===== config.mk =====
export PLATFORM = sky130hd
export DESIGN_NAME = sce_serial_engine
export DESIGN_NICKNAME = d
export VERILOG_FILES = /design/src/rtl/sce_pkg.sv /design/src/rtl/sce_pin_sync.sv /design/src/rtl/sce_framer.sv /design/src/rtl/sce_readout.sv /design/src/rtl/sce_serial_engine.sv
export SDC_FILE = /design/constraint.sdc
export NUM_CORES = 1
export LEC_CHECK = 0
export BUFFER_PORTS_ARGS = -buffer_cell sky130_fd_sc_hd__clkbuf_2
export CORE_UTILIZATION = 30
export CTS_CLUSTER_SIZE = 10
export DETAILED_ROUTE_END_ITERATION = 7
export GPL_TIMING_DRIVEN = 0
export HOLD_SLACK_MARGIN = 0.03
export SLEW_MARGIN = 20
export SYNTH_ARGS = -nofsm -noshare
export SYNTH_HDL_FRONTEND = slang
export SYNTH_SLANG_ARGS = --single-unit
export TNS_END_PERCENT = 20

===== constraint.sdc =====
create_clock -name clk -period 3.7 [get_ports clk]
set_input_delay 0.185 -clock clk [delete_from_list [all_inputs] [get_ports clk]]
set_output_delay 0.185 -clock clk [all_outputs]
set_load 0.02 [all_outputs]

===== src/rtl/sce_pkg.sv =====
package sce_pkg;
  localparam int unsigned CMD_W   = 4;
  localparam int unsigned OPND_W  = 16;
  localparam int unsigned RD_W    = 8;
  localparam int unsigned SYNC_N  = 2;
  localparam int unsigned CODES   = 1 << CMD_W;
  typedef logic [CMD_W-1:0]  cmd_t;
  typedef logic [OPND_W-1:0] opnd_t;
endpackage


===== src/rtl/sce_pin_sync.sv =====
module sce_pin_sync #(
  parameter int unsigned STAGES = 2
) (
  input  logic clk,
  input  logic rst_n,
  input  logic sclk_pin,
  input  logic sdat_pin,
  output logic sdat_s,
  output logic rise,
  output logic fall
);
  logic [STAGES-1:0] ck_sh, dt_sh;
  logic              ck_prev;
  logic              sclk_s;

  always_ff @(posedge clk or negedge rst_n) begin
    if (!rst_n) begin
      ck_sh   <= '0;
      dt_sh   <= '0;
      ck_prev <= 1'b0;
    end else begin
      ck_sh   <= {ck_sh[STAGES-2:0], sclk_pin};
      dt_sh   <= {dt_sh[STAGES-2:0], sdat_pin};
      ck_prev <= sclk_s;
    end
  end

  assign sclk_s = ck_sh[STAGES-1];
  assign sdat_s = dt_sh[STAGES-1];
  assign rise   = sclk_s & ~ck_prev;
  assign fall   = ~sclk_s & ck_prev;
endmodule


===== src/rtl/sce_framer.sv =====
module sce_framer #(
  parameter int unsigned CMD_W  = 4,
  parameter int unsigned OPND_W = 16,
  parameter int unsigned RD_W   = 8,
  parameter logic [(1<<CMD_W)-1:0] RD_MASK = '0
) (
  input  logic              clk,
  input  logic              rst_n,
  input  logic              run,
  input  logic              fall,
  input  logic              bit_in,
  output logic              cmd_valid,
  output logic [CMD_W-1:0]  cmd_code,
  output logic              cmd_is_read,
  output logic              frame_done,
  output logic [OPND_W-1:0] operand,
  output logic              load_now,
  output logic              end_now
);
  localparam int unsigned FRAME_LEN = CMD_W + OPND_W;
  localparam int unsigned IN_RD     = OPND_W - RD_W;
  localparam int unsigned CNT_W     = $clog2(FRAME_LEN);
  localparam logic [CNT_W-1:0] LAST     = CNT_W'(FRAME_LEN - 1);
  localparam logic [CNT_W-1:0] CMD_LAST = CNT_W'(CMD_W - 1);
  localparam logic [CNT_W-1:0] LOAD_IDX = CNT_W'(CMD_W + IN_RD - 1);

  logic [CNT_W-1:0]  cnt;
  logic [CMD_W-1:0]  cmd_r, cmd_nxt;
  logic [OPND_W-1:0] opnd_r, opnd_nxt;
  logic              rd_flag, cv_q, fd_q;

  always_comb begin
    cmd_nxt  = (cnt == '0) ? '0 : cmd_r;
    opnd_nxt = (cnt == '0) ? '0 : opnd_r;
    for (int i = 0; i < CMD_W; i++)
      if (cnt == CNT_W'(i)) cmd_nxt[i] = bit_in;
    for (int j = 0; j < OPND_W; j++)
      if (cnt == CNT_W'(CMD_W + j) && (!rd_flag || j < IN_RD)) opnd_nxt[j] = bit_in;
  end

  assign load_now = run && fall && rd_flag && (cnt == LOAD_IDX);
  assign end_now  = run && fall && (cnt == LAST);

  always_ff @(posedge clk or negedge rst_n) begin
    if (!rst_n) begin
      cnt <= '0; cmd_r <= '0; opnd_r <= '0;
      rd_flag <= 1'b0; cv_q <= 1'b0; fd_q <= 1'b0;
    end else if (!run) begin
      cnt <= '0; rd_flag <= 1'b0; cv_q <= 1'b0; fd_q <= 1'b0;
    end else begin
      cv_q <= 1'b0;
      fd_q <= 1'b0;
      if (fall) begin
        cmd_r  <= cmd_nxt;
        opnd_r <= opnd_nxt;
        cnt    <= (cnt == LAST) ? '0 : cnt + 1'b1;
        if (cnt == CMD_LAST) begin
          cv_q    <= 1'b1;
          rd_flag <= RD_MASK[cmd_nxt];
        end
        if (cnt == LAST) fd_q <= 1'b1;
      end
    end
  end

  assign cmd_valid   = cv_q;
  assign frame_done  = fd_q;
  assign cmd_code    = cmd_r;
  assign cmd_is_read = rd_flag;
  assign operand     = opnd_r;
endmodule


===== src/rtl/sce_readout.sv =====
module sce_readout #(
  parameter int unsigned RD_W = 8
) (
  input  logic            clk,
  input  logic            rst_n,
  input  logic            run,
  input  logic            rise,
  input  logic            load,
  input  logic            finish,
  input  logic [RD_W-1:0] rd_byte,
  output logic            out_bit,
  output logic            out_en
);
  logic [RD_W-1:0] sh;

  always_ff @(posedge clk or negedge rst_n) begin
    if (!rst_n) begin
      sh <= '0; out_bit <= 1'b0; out_en <= 1'b0;
    end else if (!run || finish) begin
      out_bit <= 1'b0; out_en <= 1'b0;
    end else if (load) begin
      sh     <= rd_byte;
      out_en <= 1'b1;
    end else if (rise && out_en) begin
      out_bit <= sh[0];
      sh      <= sh >> 1;
    end
  end
endmodule


===== src/rtl/sce_serial_engine.sv =====
module sce_serial_engine
  import sce_pkg::*;
#(
  parameter logic [CODES-1:0] RD_MASK = 16'h0106
) (
  input  logic              clk,
  input  logic              rst_n,
  input  logic              prog_mode,
  input  logic              sclk_pin,
  input  logic              sdat_in,
  output logic              sdat_out,
  output logic              sdat_oe,
  input  logic [RD_W-1:0]   rd_byte,
  output logic              cmd_valid,
  output logic [CMD_W-1:0]  cmd_code,
  output logic              cmd_is_read,
  output logic              frame_done,
  output logic [OPND_W-1:0] frame_operand
);
  logic sdat_s, rise, fall, load_now, end_now;

  sce_pin_sync #(.STAGES(SYNC_N)) u_sync (
    .clk(clk), .rst_n(rst_n), .sclk_pin(sclk_pin), .sdat_pin(sdat_in),
    .sdat_s(sdat_s), .rise(rise), .fall(fall)
  );

  sce_framer #(.CMD_W(CMD_W), .OPND_W(OPND_W), .RD_W(RD_W), .RD_MASK(RD_MASK)) u_frm (
    .clk(clk), .rst_n(rst_n), .run(prog_mode), .fall(fall), .bit_in(sdat_s),
    .cmd_valid(cmd_valid), .cmd_code(cmd_code), .cmd_is_read(cmd_is_read),
    .frame_done(frame_done), .operand(frame_operand),
    .load_now(load_now), .end_now(end_now)
  );

  sce_readout #(.RD_W(RD_W)) u_rdo (
    .clk(clk), .rst_n(rst_n), .run(prog_mode), .rise(rise),
    .load(load_now), .finish(end_now), .rd_byte(rd_byte),
    .out_bit(sdat_out), .out_en(sdat_oe)
  );
endmodule


==> run metrics, run 1 <==
Nets roughly 260; H-tree depth 2; status complete, no violations; worst slew pin tran around 0.55 ns; Setup TNS Final 0 ns; global-route wire length before repair between 7000 and 8000 µm; drt wl/cell ~14 µm; Critical R2R Launch u_sync.dt_sh[1]$_DFF_PN0_; most frequent cells in the layout dfrtp_1 (43), clkbuf_2 (36), mux2_2 (17); Netlist cell types approximately 50; Post-Layout Cell Count 336; final total power approximately 0.9 mW; layout cells sized above 1 32.5%; via count 1664; top area cells in the synthesized netlist dfrtp_1 (48%), mux2_2 (8.6%), ha_1 (3.4%); number of synthesized flops with an enable pin 0; Max clock buf depth 2; Mapped Nets 212; register-to-register setup slack 1.48 ns; Final ANT Viol Nets 0; port buffer count 37; area taken by multi-input logic gates a little over 1000 µm²; HP Start rd_byte[7]; area leader, netlist dfrtp_1; Final Worst Setup Slack roughly 1.5 ns; Die H between 80 and 90 µm; CTS buffer count 5; max-cap violation count 0; final instance area 2660 µm²; syn avg cell area 11.5 µm²; placed inst area 2520 µm²; Synth top area share roughly half; Place WS 1.51 ns; Pleak ~1.3 nW; GPL Wtd Cong 0.787; diodes inserted 0; clock tree from TritonCTS done; critical path required time 3.88 ns; Routed WL ~4600 µm; CP arrival 2.40 ns; post-CTS sizing 0; I/O Pins 38; sequential-to-total area share from yosys stat 48.5%; FF+latch area 1080 µm²; largest net degree at the start of global routing 44; RSZ-0062 raised after global routing no; final worst-path cycle share 60.0%; clock sinks 43; CTS clk-pin slew, worst paths approximately 0.080 ns; DP Wirelength ~3200 µm; drt first-iter violations 80; drt drc 0; Die X 88.0 µm; placed insts 326; core area 6980 µm²; Worst path max stage delay 0.42 ns; kind of end point of the critical path flip-flop; Fin. Hold Viols 0; die area 7750 µm²; critical path's slowest cell buf_1; Rel. slew slack 63.0%; Mapped Area 2220 µm²; critical-path cell list clkbuf_1 -> buf_1 -> mux2i_1 -> ha_1 -> and4_1 -> a311oi_1 -> o21ai_1; Slew Limit Fails 0; worst hold path class in -> reg; Total GRT Usage approximately 13%; beginning of the critical path u_sync.dt_sh[1]$_DFF_PN0_; vias in the first global route roughly 1600; antenna violations before repair 0; DR pass1 iterations 4; Area growth, synth to finish 19.8%; fmax approximately 450 MHz; CP max FO 10; Cell Rows 30; number of synthesized register bits 43; Syn Inst Count 193; initial core utilization 31.8%; commonest non-fill, non-tap cell in the layout dfrtp_1; Async SR Flop Fraction 100%; min Tclk post-route 2.22 ns; fillcell total 723; Setup Crit Path Kind reg -> reg; Synth Warn # 0; Clock Latency Late Sink 0.29 ns; PwrDens roughly 340 nW/µm²; prevailing post-synth register cell dfrtp_1; gr ovfl total 0; Startpoint Class flip-flop; Worst Clk Skew 0.00837 ns; maximum VDD drop 146 µV; Final Setup Violations 0; Root Buffer clkbuf_8; via density per instance 4.95
[registers in the layout, indices dropped and copies added (netlist names)]
name	count
u_sync.ck_prev	1
u_frm.cnt	5
u_rdo.out_en	1
u_frm.cmd_code	4
u_rdo.out_bit	1
u_frm.frame_done	1
u_sync.ck_sh	2
u_frm.operand	16
u_sync.dt_sh	2
u_frm.cmd_valid	1
u_rdo.sh	8
u_frm.cmd_is_read	1
[per-stage QoR]
stage	utilization, %	hold slack, ns
floorplan	-	-0.111
global placement	36.2	0.294
detailed placement	36.2	0.295
CTS	37.9	0.113
global route	38.1	0.125
finish	38.1	0.124
[synth_stat cells, types with 3 or more instances]
master and number:
ha_1 6, nand3_1 5, inv_1 5, dfrtp_1 43
a32o_1 5, nor2b_1 4, a22o_1 7, o21ai_0 11
clkbuf_1 3, nor3_1 6, nand3b_1 3, buf_6 5
and3_1 3, a21oi_1 6, nor2_1 11, nand2_1 9
o31ai_1 3, mux2_2 17, and2_1 3
[cell families after synthesis]
kind of cell / Yosys count / synth area share, %
buf+inv: 17 / 4.79
fa+ha+maj: 6 / 3.38
simple gates: 57 / 16.7
compound gates: 49 / 16.1
xor+xnor: 1 / 0.395
mux: 20 / 10.2
flops: 43 / 48.5
[layout make-up]
cell class | count | share of cell area (%)
Buffer | 11 | 3.15
Clock buffer | 6 | 2.73
Clock inverter | 1 | 1.13
Inverter | 6 | 0.847
Multi-Input combinational cell | 133 | 39.0
Sequential cell | 43 | 40.5
Tap cell | 96 | 4.52
Timing Repair Buffer | 40 | 8.18
[critical path, delay by kind of cell, from the launching register on]
family                   cells  cell delay, ns
buffers and inverters        2            0.80
AO/OA/AOI/OAI                2            0.37
flip-flops                   1            0.34
adder cells (fa/ha/maj)      1            0.25
AND/OR/NAND/NOR              1            0.19
multiplexers                 1            0.16
[repair_timing]
| item | 4_1_cts | 5_1_grt |
|---|---|---|
| setup endpoints to repair | 0 | 0 |
| setup buffers | 0 | 0 |
| hold buffers | 2 | 1 |
| endpoints found under the hold margin | 2 | 43 |
[where the power goes]
group	leakage [nW]	internal [mW]	switching [mW]	total [mW]
registers	0.581	0.477	0.00672	0.484
clock network	0.0513	0.198	0.155	0.353
logic	0.662	0.0294	0.0448	0.0741
[routing by layer]
layer	track usage (%)	part of all wire [%]	wire, µm	vias to the layer above
met3	4.05	5.4	247	2
met4	2.20	0.15	7	0
met2	19.5	45	2080	54
met5	0	0	0	-
met1	17.3	49	2260	808
li1	-	-	-	800
[final timing paths]
path | endpoint | cells past startpoint
max in group asynchronous | u_frm.cnt[4]$_DFFE_PN0P_ | 2
max reg2reg | u_frm.cmd_is_read$_DFFE_PN0P_ | 7
min in group asynchronous | u_frm.operand[3]$_DFFE_PN0P_ | 2
min reg2reg | u_sync.ck_sh[1]$_DFF_PN0_ | 0
max | u_frm.cmd_is_read$_DFFE_PN0P_ | 7
min | u_rdo.sh[7]$_DFFE_PN0P_ | 3
(Power assumes the default switching activity.)
==> run 2, diff against run 1 <==
Settings changed: ABC_AREA set to 1.
Clock period 3.7 ns to 2 ns, I/O delays scaled along.
==> run 2 against run 1 <==
- worst setup slack lost 1.3 ns
- sequential share of layout area grew 0.56 points
- global-route usage is 0.73 points higher
- largest power group unchanged
- wire length up 0.22%
- worst hold slack got worse by 0.020 ns
- non-clock buffer count stayed put
- clock skew grew 0.0039 ns
- count of clock-buffer cells in the layout down 1
- first-iteration DRC count rose by 64%
- critical path depth increased by 4
- critical endpoint unchanged
==> run metrics, run 2 <==
Startpoint Class flip-flop; critical-path cell list inv_2 -> ha_2 -> inv_1 -> nor2_4 -> nand2_2 -> nor2_1 -> a21oi_1 -> ha_1 -> nand3b_1 -> nand3_1 -> nand2_1; Root Buffer clkbuf_8; Clock Latency Late Sink 0.30 ns; Pleak 1.31 nW; Cell Rows 30; maximum VDD drop 258 µV; most frequent cells in the layout nand2_1 (55), dfrtp_1 (43), clkbuf_2 (36); Synth Warn # 0; Final Setup Violations 0; Switching Share 24.0%; placed inst area 2410 µm²; max-cap violation count 0; Synth top cells by count nand2_1 (56), dfrtp_1 (43), inv_1 (36); die area approximately 7400 µm²; worst hold path class in -> reg; Mapped Nets 266; largest net degree at the start of global routing 44; number of synthesized register bits 43; initial core utilization between 30% and 40%; commonest non-fill, non-tap cell in the layout nand2_1; H-tree depth 2; critical path required time 2.19 ns; DP Wirelength 3330 µm; Rel. slew slack between 60% and 70%; Max clock buf depth 2; Final ANT Viol Nets 0; Die X 85.8 µm; final instance area 2620 µm²; Die H approximately 86 µm; worst slew pin tran between 0.5 and 0.6 ns; final total power 1.71 mW; Reg power frac a little over half; max reg flops 16; gr ovfl total 0; diodes inserted 0; Syn Inst Count 247; CP delay by family, top simple AND/OR/NAND/NOR gates; RSZ-0062 raised after global routing no; Worst path max stage delay 0.41 ns; syn avg cell area about 8.5 µm²; Worst Clk Skew 0.0123 ns; prevailing post-synth register cell dfrtp_1; Mapped Area 2110 µm²; Total GRT Usage 13.3%; Final Worst Setup Slack roughly 0.19 ns; combinational power share 7.6%; drt first-iter violations ~130; clock network power share 40.0%; CP max FO 5; Setup Crit Path Kind reg -> reg; top area cells in the synthesized netlist dfrtp_1 (51%), nand2_1 (10%), inv_1 (6.4%); area leader, netlist dfrtp_1; Setup TNS Final 0 ns; Fin. Hold Viols 0; critical path's slowest cell dfrtp_1; number of synthesized flops with an enable pin 0; sequential-to-total area share from yosys stat 51.1%; min Tclk post-route 1.81 ns; Routed WL 4600 µm; Async SR Flop Fraction 100%; CTS buffer count 5; Synth top area share about half; fillcell total 704; antenna violations before repair 0; WP buf/inv 2; clock tree from TritonCTS done; drt drc 0; most common cell in the netlist nand2_1; Area growth, synth to finish 24.6%; NetSw just over 0.4 mW; vias in the first global route 1584; via density per instance 4.47; Slew Limit Fails 0; via count roughly 1800; CTS clk-pin slew, worst paths 0.08 ns; port buffer count 37; CP arrival 2.00 ns; drt wl/cell ~12 µm; PwrDens 652 nW/µm²; clock sinks 43; DR pass1 iterations 4; Int Pwr 1.30 mW; layout cells sized above 1 24.3%; core area ~6800 µm²; final worst-path cycle share around nine tenths; global-route wire length before repair 7680 µm; I/O Pins 38; Nets 319; Place WS -0.00873 ns; kind of end point of the critical path flip-flop; fmax 551 MHz; GPL Wtd Cong roughly 0.79; status complete, no violations; Netlist cell types 31
-- run 2: changes by cell type in the layout (fill, tap and decap cells not counted), moves of 6 or more --
cell,before,now
o21ai_1,2,8
inv_1,5,34
nand3_1,5,21
o21ai_0,11,18
nand2_1,9,55
o22ai_1,1,11
a22o_1,7,0
mux2_2,17,0
-- run 2: area by class of cell --
class | instances | area [µm²] | area share (%)
clock inverter | 3 | 43.8 | 1.67
clock buffer | 5 | 68.8 | 2.62
multi-input combinational | 160 | 866 | 33.0
tap | 96 | 120 | 4.58
timing repair buffer | 46 | 265 | 10.1
sequential | 43 | 1080 | 41.0
inverter | 39 | 149 | 5.67
buffer | 5 | 35.0 | 1.34
-- run 2: cell families (layout without fill, tap and decap cells) --
kind of cell / count (synthesis) / in the layout / share of synthesized area [%]
AOI/OAI and AO/OA: 46 / 46 / 12.5
xor gates and xnor gates: 2 / 2 / 0.832
adders and majority gates: 6 / 6 / 3.56
buffers and inverters: 44 / 98 / 8.73
DFF: 43 / 43 / 51.1
and+or+nand+nor: 106 / 106 / 23.2
-- run 2: worst paths after layout --
path                                           start                            end  slack (ns)  cells past startpoint
setup / recovery            u_frm.cnt[0]$_DFFE_PN0P_  u_frm.cmd_is_read$_DFFE_PN0P_        0.19                     11
hold / removal                            rd_byte[6]        u_rdo.sh[6]$_DFFE_PN0P_        0.10                      5
setup reg to reg            u_frm.cnt[0]$_DFFE_PN0P_  u_frm.cmd_is_read$_DFFE_PN0P_        0.19                     11
hold reg to reg            u_sync.dt_sh[0]$_DFF_PN0_      u_sync.dt_sh[1]$_DFF_PN0_        0.35                      0
max in group asynchronous                      rst_n   u_frm.operand[0]$_DFFE_PN0P_        1.29                      2
min in group asynchronous                      rst_n        u_rdo.sh[3]$_DFFE_PN0P_        0.32                      2
-- run 2: per-layer routing --
layer  routed length, µm  GRT usage [%]  part of all wire, %
met1                2230           18.6                   48
met2                2100           20.0                   46
met3                 182           3.08                  4.0
met4                  94           4.85                  2.0
met5                   0              0                    0
-- run 2: power groups by stage --
stage	clock (mW)	sequential [mW]	combinational [mW]
after CTS	0.701	0.896	0.124
after detailed placement	0	0.913	0.117
after global placement	0	0.913	0.115
after global routing	0.742	0.898	0.151
after floorplan	0	0.919	0.0544
final	0.684	0.895	0.131
-- run 2: metrics by stage --
stage / util [%] / hold slack [ns] / std cells
after floorplan: - / -0.196 / 247
after global placement: 35.5 / 0.211 / 380
after detailed placement: 35.5 / 0.210 / 380
after CTS: 37.6 / 0.0412 / 391
after global routing: 38.6 / 0.113 / 397
final: 38.6 / 0.104 / 397
-- run 2: timing repair --
action,4_1_cts,5_1_grt
endpoints found under the hold margin,3,43
setup endpoints to repair,1,1
gates cloned,0,0
resized for setup,1,7
hold buffers,3,1
setup buffers,0,5
-- run 2: worst reg2reg max path, stage by stage (launching register included) --
cell and delay (ns):
dfrtp_1 0.41, inv_2 0.10, ha_2 0.19, inv_1 0.07, nor2_4 0.11, nand2_2 0.10
nor2_1 0.09, a21oi_1 0.05, ha_1 0.29, nand3b_1 0.16, nand3_1 0.10, nand2_1 0.05
==> run 3, diff against run 2 <==
Settings changed: CTS_CLUSTER_DIAMETER set to 120, SYNTH_HIERARCHICAL set to 1.
==> run 3 against run 2 <==
- synthesized cell count increased by 6.1%
- utilization rose by 1.0 points
- sequential power grew 2%
- critical path depth grew 2
- flip-flop and latch count did not move
- largest power group unchanged
- highest routed layer unchanged
==> run metrics, run 3 <==
final worst-path cycle share 94.1%; Hold WS 0.0806 ns; fmax 532 MHz; most frequent cells in the layout nand2_1 (71), dfrtp_1 (42), clkbuf_2 (36); core area about 7000 µm²; final total power 1.66 mW; maximum VDD drop 226 µV; via count 1878; Area growth, synth to finish 25.7%; Worst path max stage delay 0.44 ns; Startpoint Class flip-flop; kind of end point of the critical path flip-flop; Syn Inst Count 262; Nets 338; Slew Limit Fails 0; clock tree from TritonCTS done; CP arrival a little over 2 ns; global-route wire length before repair 8260 µm; CTS buffer count 5; I/O Pins 38; Netlist cell types 29; layout cells sized above 1 27.5%; min Tclk post-route 1.88 ns; Synth top area share 49.4%; sequential-to-total area share from yosys stat between 40% and 50%; critical path required time about 2.2 ns; Cell Rows 30; drt first-iter violations 100; port buffer count 37; number of synthesized register bits 43; commonest non-fill, non-tap cell in the layout nand2_1; Post-Layout Cell Count 416; most common cell in the netlist nand2_1; critical path's slowest cell dfrtp_2; top area cells in the synthesized netlist dfrtp_1 (49%), nand2_1 (13%), nand3_1 (5.5%); final instance area between 2000 and 3000 µm²; Total GRT Usage 14.2%; critical-path cell list inv_2 -> ha_4 -> inv_1 -> nor2_2 -> nand2_2 -> buf_4 -> nand3_1 -> o21ai_1 -> inv_1 -> ha_1 -> nand3b_1 -> nand3_1 -> nand2_1; drt wl/cell 11.8 µm; GPL Wtd Cong 0.841; PwrDens around 610 nW/µm²; area leader, netlist dfrtp_1; Setup Crit Path Kind reg -> reg; placed inst area 2480 µm²; DP Wirelength 3460 µm; Die X 87.2 µm; gr ovfl total 0; vias in the first global route roughly 1800; Mapped Area roughly 2200 µm²; Rel. slew slack 36.0%; die area approximately 7600 µm²; Mapped Nets 281; drt drc 0; Clock Latency Late Sink 0.30 ns; max-cap violation count 0; Place WS -0.107 ns; Final Setup Violations 0; clock sinks 43; status complete, no violations; Root Buffer clkbuf_8; Die H ~87 µm; placed insts 395; via density per instance about 4.5; Fin. Hold Viols 0; Routed WL 4910 µm; fillcell total 756; antenna violations before repair 0; largest net degree at the start of global routing 44; H-tree depth 2; CP max FO 6; CTS clk-pin slew, worst paths 0.08 ns; Async SR Flop Fraction between 90% and 100%; Final ANT Viol Nets 0; register-to-register setup slack 0.12 ns; Worst Clk Skew 0.00726 ns; initial core utilization 31.5%; number of synthesized flops with an enable pin 0; syn avg cell area ~8.3 µm²; Pleak 1.39 nW; prevailing post-synth register cell dfrtp_1; diodes inserted 0; RSZ-0062 raised after global routing yes; worst slew pin tran 0.960 ns; Synth top cells by count nand2_1 (73), dfrtp_1 (43), inv_1 (31); Final Worst Setup Slack 0.119 ns; worst hold path class in -> reg; DR pass1 iterations 4; max reg flops 16; Max clock buf depth 2; Synth Warn # 6
==> run 3: path summary, 6_finish.rpt <==
| kind | start | to | cells past startpoint |
|---|---|---|---|
| max reg2reg | u_frm/cnt[0]$_DFFE_PN0P_ | u_frm/cmd_is_read$_DFFE_PN0P_ | 13 |
| max in group asynchronous | rst_n | u_frm/cnt[0]$_DFFE_PN0P_ | 2 |
| min reg2reg | u_sync/ck_sh[0]$_DFF_PN0_ | u_sync/ck_sh[1]$_DFF_PN0_ | 0 |
| min in group asynchronous | rst_n | u_frm/operand[15]$_DFFE_PN0P_ | 2 |
| max | u_frm/cnt[0]$_DFFE_PN0P_ | u_frm/cmd_is_read$_DFFE_PN0P_ | 13 |
| min | prog_mode | u_frm/cmd_is_read$_DFFE_PN0P_ | 3 |
==> run 3: cell type report <==
| cell class | count | area, µm² | area share (%) |
|---|---|---|---|
| flip-flops and latches | 43 | 1080 | 39.3 |
| multi-input cells | 178 | 953 | 34.8 |
| repair buffers | 50 | 305 | 11.1 |
| inverters | 34 | 136 | 4.98 |
| well taps | 96 | 120 | 4.39 |
| clock buffers | 7 | 76.3 | 2.79 |
| plain buffers | 7 | 65.1 | 2.38 |
| clock inverters | 1 | 5.00 | 0.183 |
==> run 3: critical path, delay by kind of cell, from the launching register on <==
kind,cells,cell delay (ns)
buffers and inverters,4,0.36
AND/OR/NAND/NOR,6,0.58
flip-flops,1,0.44
adder cells (fa/ha/maj),2,0.35
AO/OA/AOI/OAI,1,0.06
==> run 3: per-layer routing <==
metal	routed length, µm	global-route usage (%)	up-vias
met2	2300	22.6	28
met1	2300	18.6	891
met4	88	5.81	0
li1	-	-	952
met3	210	3.41	7
met5	0	0	-
==> run 3: stage by stage <==
step                      util [%]  setup TNS (ns)
after detailed placement      36.0          -0.747
after global placement        36.0          -0.520
after global routing          39.7         -0.0374
after CTS                     38.0               0
final                         39.7               0
after floorplan                  -               0
==> run 3: cell families (layout without fill, tap and decap cells) <==
group,after synthesis,after routing,synth area share (%)
flip-flops,43,43,49.4
adder cells (fa/ha/maj),6,6,3.45
XOR/XNOR,2,2,0.804
AND/OR/NAND/NOR,135,135,28.1
buffers and inverters,41,99,9.02
AO/OA/AOI/OAI,35,35,9.25
==> run 3: what timing repair did <==
item	4_1_cts	5_1_grt
gates resized for setup	5	17
cloned	0	0
hold buffers	4	0
setup endpoints to repair	10	10
pin swaps	1	2
buffers inserted	1	8
endpoints found under the hold margin	19	0
==> run 3: power by group <==
| group | internal [mW] | switching (mW) |
|---|---|---|
| Sequential | 0.893 | 0.0209 |
| Clock | 0.245 | 0.293 |
| Combinational | 0.0812 | 0.127 |
